<file path="src/rtl/mmu_access_guard.sv">
module mmu_access_guard #(
  parameter int VA_W  = 32,
  parameter int AM_W  = 3,
  parameter int DOM_W = 4
) (
  input  logic                        clk,
  input  logic                        rst_n,
  input  logic                        req_valid,
  input  logic [1:0]                  acc_kind,
  input  logic                        user_mode,
  input  logic                        force_user,
  input  logic [VA_W-1:0]             vaddr,
  input  logic [AM_W-1:0]             align_mask,
  input  logic                        allow_unaligned,
  input  logic                        ctl_strict_align,
  input  logic                        ctl_mmu_on,
  input  logic                        ctl_afe,
  input  logic                        ctl_xperm,
  input  logic [1:0]                  ctl_prot,
  input  logic                        ctl_remap,
  input  logic [1:0]                  remap_inner0,
  input  logic [1:0]                  remap_outer0,
  input  logic [1:0]                  remap_type0,
  input  logic [2*(2**DOM_W)-1:0]     dom_ctl,
  input  logic [DOM_W-1:0]            ent_domain,
  input  logic [2:0]                  ent_perm,
  input  logic                        ent_xn,
  input  logic                        ent_section,
  output logic                        rsp_valid,
  output logic                        fault,
  output logic [1:0]                  fault_class,
  output logic                        prefetch_abort,
  output logic                        fault_section,
  output logic [DOM_W-1:0]            fault_domain,
  output logic                        fault_write,
  output logic                        bypass,
  output logic                        uncacheable,
  output logic                        unpredictable
);
  localparam logic [1:0] K_WRITE = 2'd1;
  localparam logic [1:0] K_FETCH = 2'd2;
  localparam logic [1:0] C_NONE = 2'd0, C_ALIGN = 2'd1, C_DOM = 2'd2, C_PERM = 2'd3;

  logic is_fetch, is_write, priv, misaligned;
  logic [1:0] dom_code;
  logic [2:0] perm_eff;
  logic perm_abort, perm_unpred;
  logic [1:0] cls;
  logic unc_c, unpred_c;

  assign is_fetch   = (acc_kind == K_FETCH);
  assign is_write   = (acc_kind == K_WRITE);
  assign priv       = !user_mode && !force_user;
  assign misaligned = !is_fetch && (ctl_strict_align || !allow_unaligned)
                      && |(vaddr[AM_W-1:0] & align_mask);
  assign dom_code   = dom_ctl[2*ent_domain +: 2];
  assign perm_eff   = ent_perm | {2'b00, ctl_afe};

  always_comb begin
    perm_abort  = 1'b0;
    perm_unpred = 1'b0;
    case (perm_eff)
      3'd0: begin
        if (ctl_xperm) perm_abort = 1'b1;
        else case (ctl_prot)
          2'd2:    perm_abort = is_write;
          2'd1:    perm_abort = is_write || !priv;
          default: perm_abort = 1'b1;
        endcase
      end
      3'd1: perm_abort = !priv;
      3'd2: perm_abort = !priv && is_write;
      3'd3: perm_abort = 1'b0;
      3'd4: perm_unpred = 1'b1;
      3'd5: perm_abort = !priv || is_write;
      default: perm_abort = is_write;
    endcase
  end

  always_comb begin
    cls      = C_NONE;
    unpred_c = 1'b0;
    if (misaligned) cls = C_ALIGN;
    else if (ctl_mmu_on) begin
      case (dom_code)
        2'd0: cls = C_DOM;
        2'd1: begin
          if (perm_abort || (is_fetch && ent_xn)) cls = C_PERM;
          unpred_c = perm_unpred;
        end
        2'd2: unpred_c = 1'b1;
        default: cls = C_NONE;
      endcase
    end
  end

  assign unc_c = !ctl_mmu_on && (!ctl_remap || remap_inner0 == 2'd0 ||
                 remap_outer0 == 2'd0 || remap_type0 != 2'd2);

  always_ff @(posedge clk or negedge rst_n) begin
    if (!rst_n) begin
      rsp_valid      <= 1'b0;
      fault          <= 1'b0;
      fault_class    <= C_NONE;
      prefetch_abort <= 1'b0;
      fault_section  <= 1'b0;
      fault_domain   <= '0;
      fault_write    <= 1'b0;
      bypass         <= 1'b0;
      uncacheable    <= 1'b0;
      unpredictable  <= 1'b0;
    end else begin
      rsp_valid      <= req_valid;
      fault          <= req_valid && (cls != C_NONE);
      fault_class    <= req_valid ? cls : C_NONE;
      prefetch_abort <= req_valid && (cls != C_NONE) && is_fetch;
      fault_section  <= req_valid && (cls == C_DOM || cls == C_PERM) && ent_section;
      fault_domain   <= (req_valid && !is_fetch && (cls == C_DOM || cls == C_PERM))
                        ? ent_domain : '0;
      fault_write    <= req_valid && (cls != C_NONE) && !is_fetch && is_write;
      bypass         <= req_valid && !ctl_mmu_on;
      uncacheable    <= req_valid && unc_c;
      unpredictable  <= req_valid && unpred_c;
    end
  end

  AST_FETCH_NO_ALIGN: assert property (@(posedge clk) disable iff (!rst_n)
    $past(req_valid && acc_kind == K_FETCH) |-> fault_class != C_ALIGN);
  AST_OFF_NO_XLAT_FAULT: assert property (@(posedge clk) disable iff (!rst_n)
    $past(req_valid && !ctl_mmu_on) |-> (fault_class == C_NONE || fault_class == C_ALIGN));
  AST_MANAGER_PASSES: assert property (@(posedge clk) disable iff (!rst_n)
    $past(req_valid && ctl_mmu_on && dom_code == 2'd3 && !misaligned) |-> !fault);
  AST_PREFETCH_ON_FETCH: assert property (@(posedge clk) disable iff (!rst_n)
    prefetch_abort |-> $past(acc_kind == K_FETCH) && fault);
  AST_FAULT_MATCHES_CLASS: assert property (@(posedge clk) disable iff (!rst_n)
    fault == (fault_class != C_NONE));
  AST_IDLE_QUIET: assert property (@(posedge clk) disable iff (!rst_n)
    !rsp_valid |-> !fault && !bypass && !uncacheable && !unpredictable);
  AST_RSP_FOLLOWS_REQ: assert property (@(posedge clk) disable iff (!rst_n)
    rsp_valid == $past(req_valid));
endmodule

</file>
<file path="config.mk">
export PLATFORM = sky130hd
export DESIGN_NAME = mmu_access_guard
export DESIGN_NICKNAME = d
export VERILOG_FILES = /design/src/rtl/mmu_access_guard.sv
export SDC_FILE = /design/constraint.sdc
export NUM_CORES = 1
export LEC_CHECK = 0
export ABC_AREA = 1
export BUFFER_PORTS_ARGS = -buffer_cell sky130_fd_sc_hd__buf_2
export CORE_MARGIN = 5
export CORE_UTILIZATION = 34
export DETAILED_ROUTE_END_ITERATION = 8
export HOLD_SLACK_MARGIN = 0.15
export PLACE_DENSITY = 0.82
export SKIP_CTS_REPAIR_TIMING = 1
export SYNTH_ARGS = -nofsm -noshare
export SYNTH_HDL_FRONTEND = slang
export SYNTH_SLANG_ARGS = --single-unit
</file>
<file path="constraint.sdc">
create_clock -name clk -period 0.8 [get_ports clk]
set_clock_uncertainty 0.05 [all_clocks]
set_input_delay 0.08 -clock clk [delete_from_list [all_inputs] [get_ports clk]]
set_output_delay 0.08 -clock clk [all_outputs]
set_load 0.01 [all_outputs]
</file>
==> results of run 1 <==
-- registers in the layout, indices dropped and copies added, names as in the netlist --
register and count:
fault_domain 4, uncacheable 1, rsp_valid 1, prefetch_abort 1, fault 1, fault_class 2
bypass 1, fault_section 1, unpredictable 1, fault_write 1
-- kinds of logic (layout without fill, tap and decap cells) --
kind of cell | after synthesis | after routing | share of synthesized area
simple gates | 62 | 62 | 0.254
compound gates | 37 | 37 | 0.229
buf+inv | 26 | 133 | 0.108
flops | 14 | 14 | 0.347
fa+ha+maj | 5 | 5 | 0.0620
-- synth_stat cells, drive strengths merged --
| cell | instances | area share |
|---|---|---|
| a31oi | 1 | 0.012 |
| nor3 | 2 | 0.0099 |
| o22ai | 2 | 0.012 |
| o221ai | 7 | 0.061 |
| nand3 | 4 | 0.020 |
| buf | 2 | 0.019 |
| ha | 5 | 0.062 |
| inv | 24 | 0.089 |
| dfrtp | 14 | 0.35 |
| a21oi | 3 | 0.015 |
| nor3b | 1 | 0.0074 |
| nand2 | 26 | 0.10 |
| o211ai | 2 | 0.020 |
| o21ai | 22 | 0.11 |
| nor2 | 29 | 0.11 |
-- worst max-delay path by stage --
| stage | slack [ns] | to | cells after the start |
|---|---|---|---|
| floorplan | -0.51 | unpredictable$_DFF_PN0_ | 10 |
| global placement | -0.96 | unpredictable$_DFF_PN0_ | 12 |
| detailed placement | -0.95 | unpredictable$_DFF_PN0_ | 9 |
| CTS | -0.67 | unpredictable$_DFF_PN0_ | 12 |
| global route | -0.61 | unpredictable$_DFF_PN0_ | 12 |
| finish | -0.53 | prefetch_abort$_DFF_PN0_ | 13 |
-- placed cells by master, fill, tap and decap left out, drive strengths merged, types with 3 or more instances in the layout --
cell         instances
a21oi                3
buf                102
clkbuf               4
dfrtp               14
dlygate4sd3          3
ha                   5
inv                 23
nand2               26
nand3                4
nor2                29
o21ai               22
o221ai               7
-- final cells by class --
class                   instances  area [sq um]  share of cell area
multi-input cells             104           606               0.341
inverters                      24           113              0.0633
flip-flops and latches         14           350               0.197
well taps                      31          38.8              0.0218
clock buffers                   4          36.3              0.0204
repair buffers                105           634               0.357
-- report_power, final --
group	internal, W	switching [W]	leakage (nW)
sequential	0.000739	0.00000829	0.188
combinational	0.000373	0.000351	0.799
clock	0.000276	0.000205	0.0210
total	0.00139	0.000565	1.01
-- per-layer routing --
layer | wire length (um) | part of all wire | global-route usage | vias to the layer above
met5 | 0 | 0 | 0 | -
met4 | 53 | 0.016 | 0.0317 | 0
met3 | 222 | 0.069 | 0.0190 | 6
met2 | 1780 | 0.55 | 0.274 | 43
met1 | 1160 | 0.36 | 0.150 | 596
li1 | - | - | - | 690
-- metrics by stage --
step                hold slack, ns  TNS [ns]  instances   util  cell area (sq um)
floorplan                   -0.266     -5.03        144      -               1070
global placement           -0.0749     -9.77        271  0.576               1620
detailed placement         -0.0703     -9.85        271  0.576               1620
CTS                         -0.367     -8.10        275  0.589               1650
global route                0.0204     -8.35        282  0.634               1780
finish                      0.0113     -7.08        282  0.634               1780
==> out/results.txt, run 1 <==
Vias: 1335
Syn Area/Cell: 7.01 sq um
Detailed-route DRC error count: 0
Worst-margin pin slew: 0.297 ns
First-pass GRT wire length: 4750 um
GRT Residual Overflow: 0
Vias in the first global route: 1249
Half-perimeter wire length after placement: 2700 um
Worst hold path type: input pin to flop
GRT Util Overall: 0.137
Drt total wl: 3210 um
RSZ-0062 raised after global routing: yes
# setup viols final: 27
Most frequent CP cell: nand2_2
TritonCTS buffer count: 3
Cell chain of the critical path: buf_8 -> clkinvlp_4 -> buf_6 -> o21ai_1 -> o221ai_1 -> o211ai_2 -> nand2_2 -> inv_2 -> ha_4 -> inv_1 -> nand2_2 -> nand2_2 -> a21oi_2
Status: finished, violations left
Fmax achieved: 749 MHz
Slew Viols, Final: 0
1st-pass router iterations: 4
N_diodes: 0
Width of the chip: 64.5 um
Port bufs: 81
Violated checks: setup timing
Worst Path Max Fanout: 6
Endpoint, Worst Hold: bypass$_DFF_PN0_
Peak VDD IR: 479 uV
Tot Pwr: 0.00195 W
Crit-path max cell delay: 0.24 ns
Die area: 0.00416 sq mm
Routability cong.: 0.847
Post-Syn Area: 0.00101 sq mm
WHS Path Cells: 3
Minimum clock period: 1.33 ns
Core footprint: 0.00281 sq mm
Wire length per cell: 11.4 um
Start point of the critical path: ent_domain[1]
Synth cell types: 21
Nets: 354
CTS Buffer Depth: 2
H-Tree Depth: 1
Leakage power of the design: 1.01 nW
Pwr/cell area: 1100 mW/mm^2
#FFs+latches synth: 14
Initial Util: 0.360
Slowest CP cell: o221ai_1
CTS tree: yes
Antenna viol nets, final: 0
Setup WS post-layout: -0.535 ns
WS Path Type: input pin to flop
Slew Limit Headroom: 0.802
Synth Instances: 144
Antenna violations before repair: 0
Initial DRC count: 43
Crit path DAT: 1.44 ns
CP delay by family, top: compound AO/OA/AOI/OAI gates
Mapped Nets: 246
Placement Setup Slack: -0.953 ns
Row cnt: 19
Max cap viols: 0
Area delta synth->final: 76.1%
Layout cells sized above 1: 0.518
Required time worst endpoint: 0.91 ns
Number of synthesis warnings: 0
IO Count: 111
Clk slew on worst S/H paths: 0.08 ns
Fill cells: 259
CP bufs+invs: 5
Largest net degree at the start of global routing: 16
Final worst path period share: 1.67
Hold_sp: ctl_mmu_on
CTS sink cnt: 14
Vias per cell: 4.73
Root buffer cell: clkbuf_4
Seq/Total Area, Yosys: 0.347
CP endpoint kind: flop
Final hold violation count: 0
DIE HEIGHT: 64.5 um
Startpoint Class: input pin
Power figures use the tool's default switching activity.
==> run 2, diff against run 1 <==
CORE_MARGIN = 3   (was 5)
==> out/results.txt, run 2 (same netlist as run 1, synthesis figures left out) <==
Status: finished, violations left
Violated checks: setup timing
Tot Pwr: 0.00194 W (-0.54%)
Width of the chip: 60.5 um (-6.2%)
Antenna violations before repair: 0 (unchanged)
Endpoint, Worst Hold: bypass$_DFF_PN0_
Core footprint: 0.00278 sq mm (-0.85%)
CTS tree: yes
Crit path DAT: 1.43 ns (about the same)
WHS Path Cells: 3 (unchanged)
Setup WS post-layout: -0.490 ns (+0.0444 ns)
RSZ-0062 raised after global routing: yes
Startpoint Class: input pin
Pwr/cell area: 1110 mW/mm^2 (+1.0%)
# setup viols final: 25 (-7.4%)
Wire length per cell: 10.2 um (-10%)
Cell chain of the critical path: buf_8 -> clkinvlp_4 -> o21ai_1 -> o22ai_1 -> o211ai_1 -> nand2_2 -> inv_4 -> ha_4 -> nand2_1 -> nor2_1 -> o21ai_1 -> nor3_1
Crit-path max cell delay: 0.24 ns (about the same)
Initial Util: 0.363 (+0.00308)
Largest net degree at the start of global routing: 16 (unchanged)
Layout cells sized above 1: 0.498 (-0.0199)
Final worst path period share: 1.61 (-0.0555)
Max FFs per register: 4 (unchanged)
Antenna viol nets, final: 0 (unchanged)
Half-perimeter wire length after placement: 2520 um (-6.7%)
Worst Path Max Fanout: 8 (+2)
Final hold violation count: 0 (unchanged)
Worst hold path type: input pin to flop
CTS sink cnt: 14 (unchanged)
Placement Setup Slack: -0.996 ns (-0.0428 ns)
Row cnt: 19 (unchanged)
Area delta synth->final: 73.4%
Detailed-route DRC error count: 0 (unchanged)
Clk slew on worst S/H paths: 0.08 ns (about the same)
Drt total wl: 2870 um (-11%)
Most frequent CP cell: o21ai_1
CTS Buffer Depth: 2 (unchanged)
Routability cong.: 0.793 (-6.4%)
Initial DRC count: 38 (-12%)
Vias per cell: 4.59 (-3.1%)
Nets: 352 (-0.56%)
GRT Util Overall: 0.145 (+0.00829)
IO Count: 111 (unchanged)
Vias: 1285 (-3.7%)
GRT Residual Overflow: 0 (unchanged)
Slew Viols, Final: 0 (unchanged)
Minimum clock period: 1.29 ns (-0.0444 ns)
Leakage power of the design: 1.01 nW (+0.33%)
WS Path Type: input pin to flop
Most common cell after layout, fill and taps aside: buf_2
N_diodes: 0 (unchanged)
TritonCTS buffer count: 3 (unchanged)
DIE HEIGHT: 60.5 um (-6.2%)
Die area: 0.00366 sq mm (-12%)
Max cap viols: 0 (unchanged)
CP delay by family, top: compound AO/OA/AOI/OAI gates
Most flop-heavy register: fault_domain
Port bufs: 81 (unchanged)
Root buffer cell: clkbuf_4
Hold_sp: ctl_mmu_on
Fmax achieved: 775 MHz (+3.4%)
Most frequent cells in the layout: buf_2, nor2_1, nand2_1
Peak VDD IR: 1180 uV (+150%)
CP bufs+invs: 3 (-2)
1st-pass router iterations: 4 (unchanged)
Slew Limit Headroom: 0.800 (-0.00196)
H-Tree Depth: 1 (unchanged)
Worst-margin pin slew: 0.299 ns (+0.00184 ns)
CP endpoint kind: flop
Slowest CP cell: o211ai_1
Vias in the first global route: 1146 (-8.2%)
First-pass GRT wire length: 4160 um (-12%)
Required time worst endpoint: 0.94 ns (+0.03 ns)
Biggest regs: fault_domain: 4 flops, fault_class: 2 flops
==> run 2: metal layers <==
| layer | up-vias | routed length (um) | global-route usage |
|---|---|---|---|
| li1 | 683 | - | - |
| met1 | 557 | 1050 | 0.155 |
| met2 | 45 | 1580 | 0.293 |
| met3 | 0 | 230 | 0.0170 |
| met4 | 0 | 0 | 0.0433 |
| met5 | - | 0 | 0 |
==> run 2: how the worst max path moves through the flow <==
stage | startpoint | end | slack, ns | cells after the start
after floorplan | ent_domain[0] | unpredictable$_DFF_PN0_ | -0.51 | 10
after global placement | ent_domain[0] | unpredictable$_DFF_PN0_ | -0.96 | 12
after detailed placement | ent_domain[0] | prefetch_abort$_DFF_PN0_ | -1.0 | 12
after CTS | ent_domain[0] | prefetch_abort$_DFF_PN0_ | -0.71 | 12
after global routing | ent_domain[1] | prefetch_abort$_DFF_PN0_ | -0.60 | 12
final | ent_domain[1] | unpredictable$_DFF_PN0_ | -0.49 | 12
==> run 2: layout make-up <==
| class | instances | area [sq um] |
|---|---|---|
| flip-flops and latches | 14 | 350 |
| well taps | 31 | 38.8 |
| multi-input cells | 104 | 612 |
| fillers | 264 | 1030 |
| clock buffers | 4 | 36.3 |
| repair buffers | 103 | 601 |
| inverters | 24 | 113 |
==> run 2: tightest hold or removal path, stage by stage <==
cell	delay, ns
buf_2	0.09
buf_4	0.10
nor2_1	0.04
==> run 2: report_power, final <==
group | leakage, nW | internal [W] | switching (W)
registers | 0.188 | 0.000739 | 0.00000929
logic | 0.802 | 0.000365 | 0.000352
clock network | 0.0210 | 0.000276 | 0.000201
total | 1.01 | 0.00138 | 0.000562
==> run 2: per-stage QoR <==
step                TNS (ns)  hold slack, ns  area, sq um  instances   util
floorplan              -5.03          -0.266         1070        144      -
global placement       -9.74         -0.0718         1620        272  0.583
detailed placement     -9.95         -0.0685         1620        272  0.583
CTS                    -8.31          -0.366         1660        276  0.596
global route           -8.07          0.0289         1750        280  0.629
finish                 -6.36          0.0261         1750        280  0.629
==> run 3, diff against run 2 <==
CELL_PAD_IN_SITES_DETAIL_PLACEMENT = 1   (was unset)
CELL_PAD_IN_SITES_GLOBAL_PLACEMENT = 1   (was unset)
CORE_UTILIZATION = 21   (was 34)
==> out/results.txt, run 3 (same netlist as run 1, synthesis figures left out) <==
Slew Viols, Final: 0 (unchanged)
Slew Limit Headroom: 0.746 (-0.0535)
Most flop-heavy register: fault_domain
Final hold violation count: 0 (unchanged)
Vias: 1392 (+8.3%)
Uppermost layer routed: met4
H-Tree Depth: 1 (unchanged)
DIE HEIGHT: 75.3 um (+25%)
WL met2: 2230 um (+41%)
Start point of the critical path: ent_domain[0]
Half-perimeter wire length after placement: 3230 um (+28%)
Die area: 0.00568 sq mm (+55%)
Final worst path period share: 1.77 (+0.160)
Minimum clock period: 1.42 ns (+0.128 ns)
Initial Util: 0.224 (-0.139)
CTS Buffer Depth: 2 (unchanged)
Hold_sp: ctl_mmu_on
Area delta synth->final: 94.7%
Tot Pwr: 0.00226 W (+17%)
Wl on met1: 1650 um (+57%)
First-pass GRT wire length: 5690 um (+37%)
Root buffer cell: clkbuf_8
Cells after DPL: 291 (+7.0%)
Pwr/cell area: 1150 mW/mm^2 (+3.8%)
Fill cells: 579 (+120%)
TritonCTS buffer count: 3 (unchanged)
Nets: 357 (+1.4%)
RSZ-0062 raised after global routing: yes
Biggest regs: fault_domain: 4 flops, fault_class: 2 flops
Routability cong.: 0.721 (-9.1%)
Port bufs: 81 (unchanged)
Vias per cell: 4.53 (-1.2%)
GRT Residual Overflow: 0 (unchanged)
Layout cells sized above 1: 0.567 (+0.0689)
GRT Util Overall: 0.127 (-0.0176)
WS Path Type: input pin to flop
Width of the chip: 75.3 um (+25%)
Setup WS post-layout: -0.619 ns (-0.128 ns)
CTS sink cnt: 14 (unchanged)
Violated checks: setup timing
Core footprint: 0.00450 sq mm (+62%)
Initial DRC count: 33 (-13%)
1st-pass router iterations: 4 (unchanged)
Detailed-route DRC error count: 0 (unchanged)
Row cnt: 24 (+5)
Drt total wl: 4290 um (+50%)
Clk slew on worst S/H paths: 0.05 ns (-0.03 ns)
Most common cell after layout, fill and taps aside: buf_2
Worst hold path type: input pin to flop
Largest net degree at the start of global routing: 18 (+2)
Fmax achieved: 705 MHz (-9.0%)
Peak VDD IR: 481 uV (-59%)
Crit path DAT: 1.54 ns (+0.11 ns)
Worst Path Max Fanout: 5 (-3)
Status: finished, violations left
Vias in the first global route: 1359 (+19%)
Max cap viols: 0 (unchanged)
IO Count: 111 (unchanged)
Most frequent cells in the layout: buf_2, nor2_1, nand2_1
Max FFs per register: 4 (unchanged)
Leakage power of the design: 1.07 nW (+5.4%)
Wire length per cell: 14.0 um (+37%)
DR WL met3: 276 um (+20%)
Worst-margin pin slew: 0.379 ns (+0.0800 ns)
Post-Layout Cell Count: 307 (+9.6%)
Final core utilization: 0.436 (-0.193)
CTS tree: yes
CP endpoint kind: flop
Antenna violations before repair: 1 (+1)
Required time worst endpoint: 0.92 ns (-0.02 ns)
Startpoint Class: input pin
Antenna viol nets, final: 0 (unchanged)
# setup viols final: 25 (unchanged)
==> run 3: cell count changes in the layout (fill, tap and decap cells not counted), sizes merged <==
| cell | change |
|---|---|
| diode | +1 |
| inv | +2 |
| buf | +1 |
| clkbuf | +2 |
==> run 3: per-stage QoR <==
step                worst slack (ns)  hold WS, ns  area (sq um)  setup TNS [ns]
floorplan                     -0.506       -0.266          1070           -5.03
global placement              -0.820      -0.0698          1650           -8.62
detailed placement            -0.917      -0.0625          1650           -9.40
CTS                           -0.658       -0.331          1700           -7.60
global route                  -0.752       0.0659          1970           -9.16
finish                        -0.619       0.0576          1970           -7.36
==> run 3: power breakdown <==
part,internal [W],switching (W),leakage [nW],total (W)
sequential,0.000741,0.00000846,0.188,0.000749
clock,0.000435,0.000236,0.0288,0.000671
combinational,0.000421,0.000423,0.849,0.000844
total,0.00160,0.000667,1.07,0.00226
==> run 3: final cells by class <==
class,count,area (sq um),share of cell area
repair buffers,106,696,0.354
multi-input cells,104,667,0.339
flip-flops and latches,14,350,0.178
inverters,24,113,0.0573
well taps,52,65.1,0.0331
clock buffers,4,55.1,0.0280
repair inverters,2,17.5,0.00891
diodes,1,2.50,0.00127
==> run 3: routing by layer <==
layer	track usage	up-vias
met2	0.230	50
met1	0.146	638
met4	0.0485	0
met3	0.0277	10
li1	-	694
met5	0	-
==> run 3: worst paths after layout <==
path	end	slack (ns)	cells past startpoint
setup / recovery	prefetch_abort$_DFF_PN0_	-0.62	13
hold / removal	bypass$_DFF_PN0_	0.06	3
max in group asynchronous	fault_class[1]$_DFF_PN0_	0.25	2
min in group asynchronous	fault_domain[3]$_DFF_PN0_	0.22	2
==> run 3: critical path, stage by stage <==
cell	delay, ns
buf_12	0.11
buf_12	0.13
buf_4	0.14
o21ai_2	0.14
o221ai_2	0.13
nand3_2	0.10
nand2_2	0.08
inv_4	0.09
ha_4	0.14
nand2_1	0.07
nand2_2	0.11
nand2_4	0.09
a21oi_2	0.13
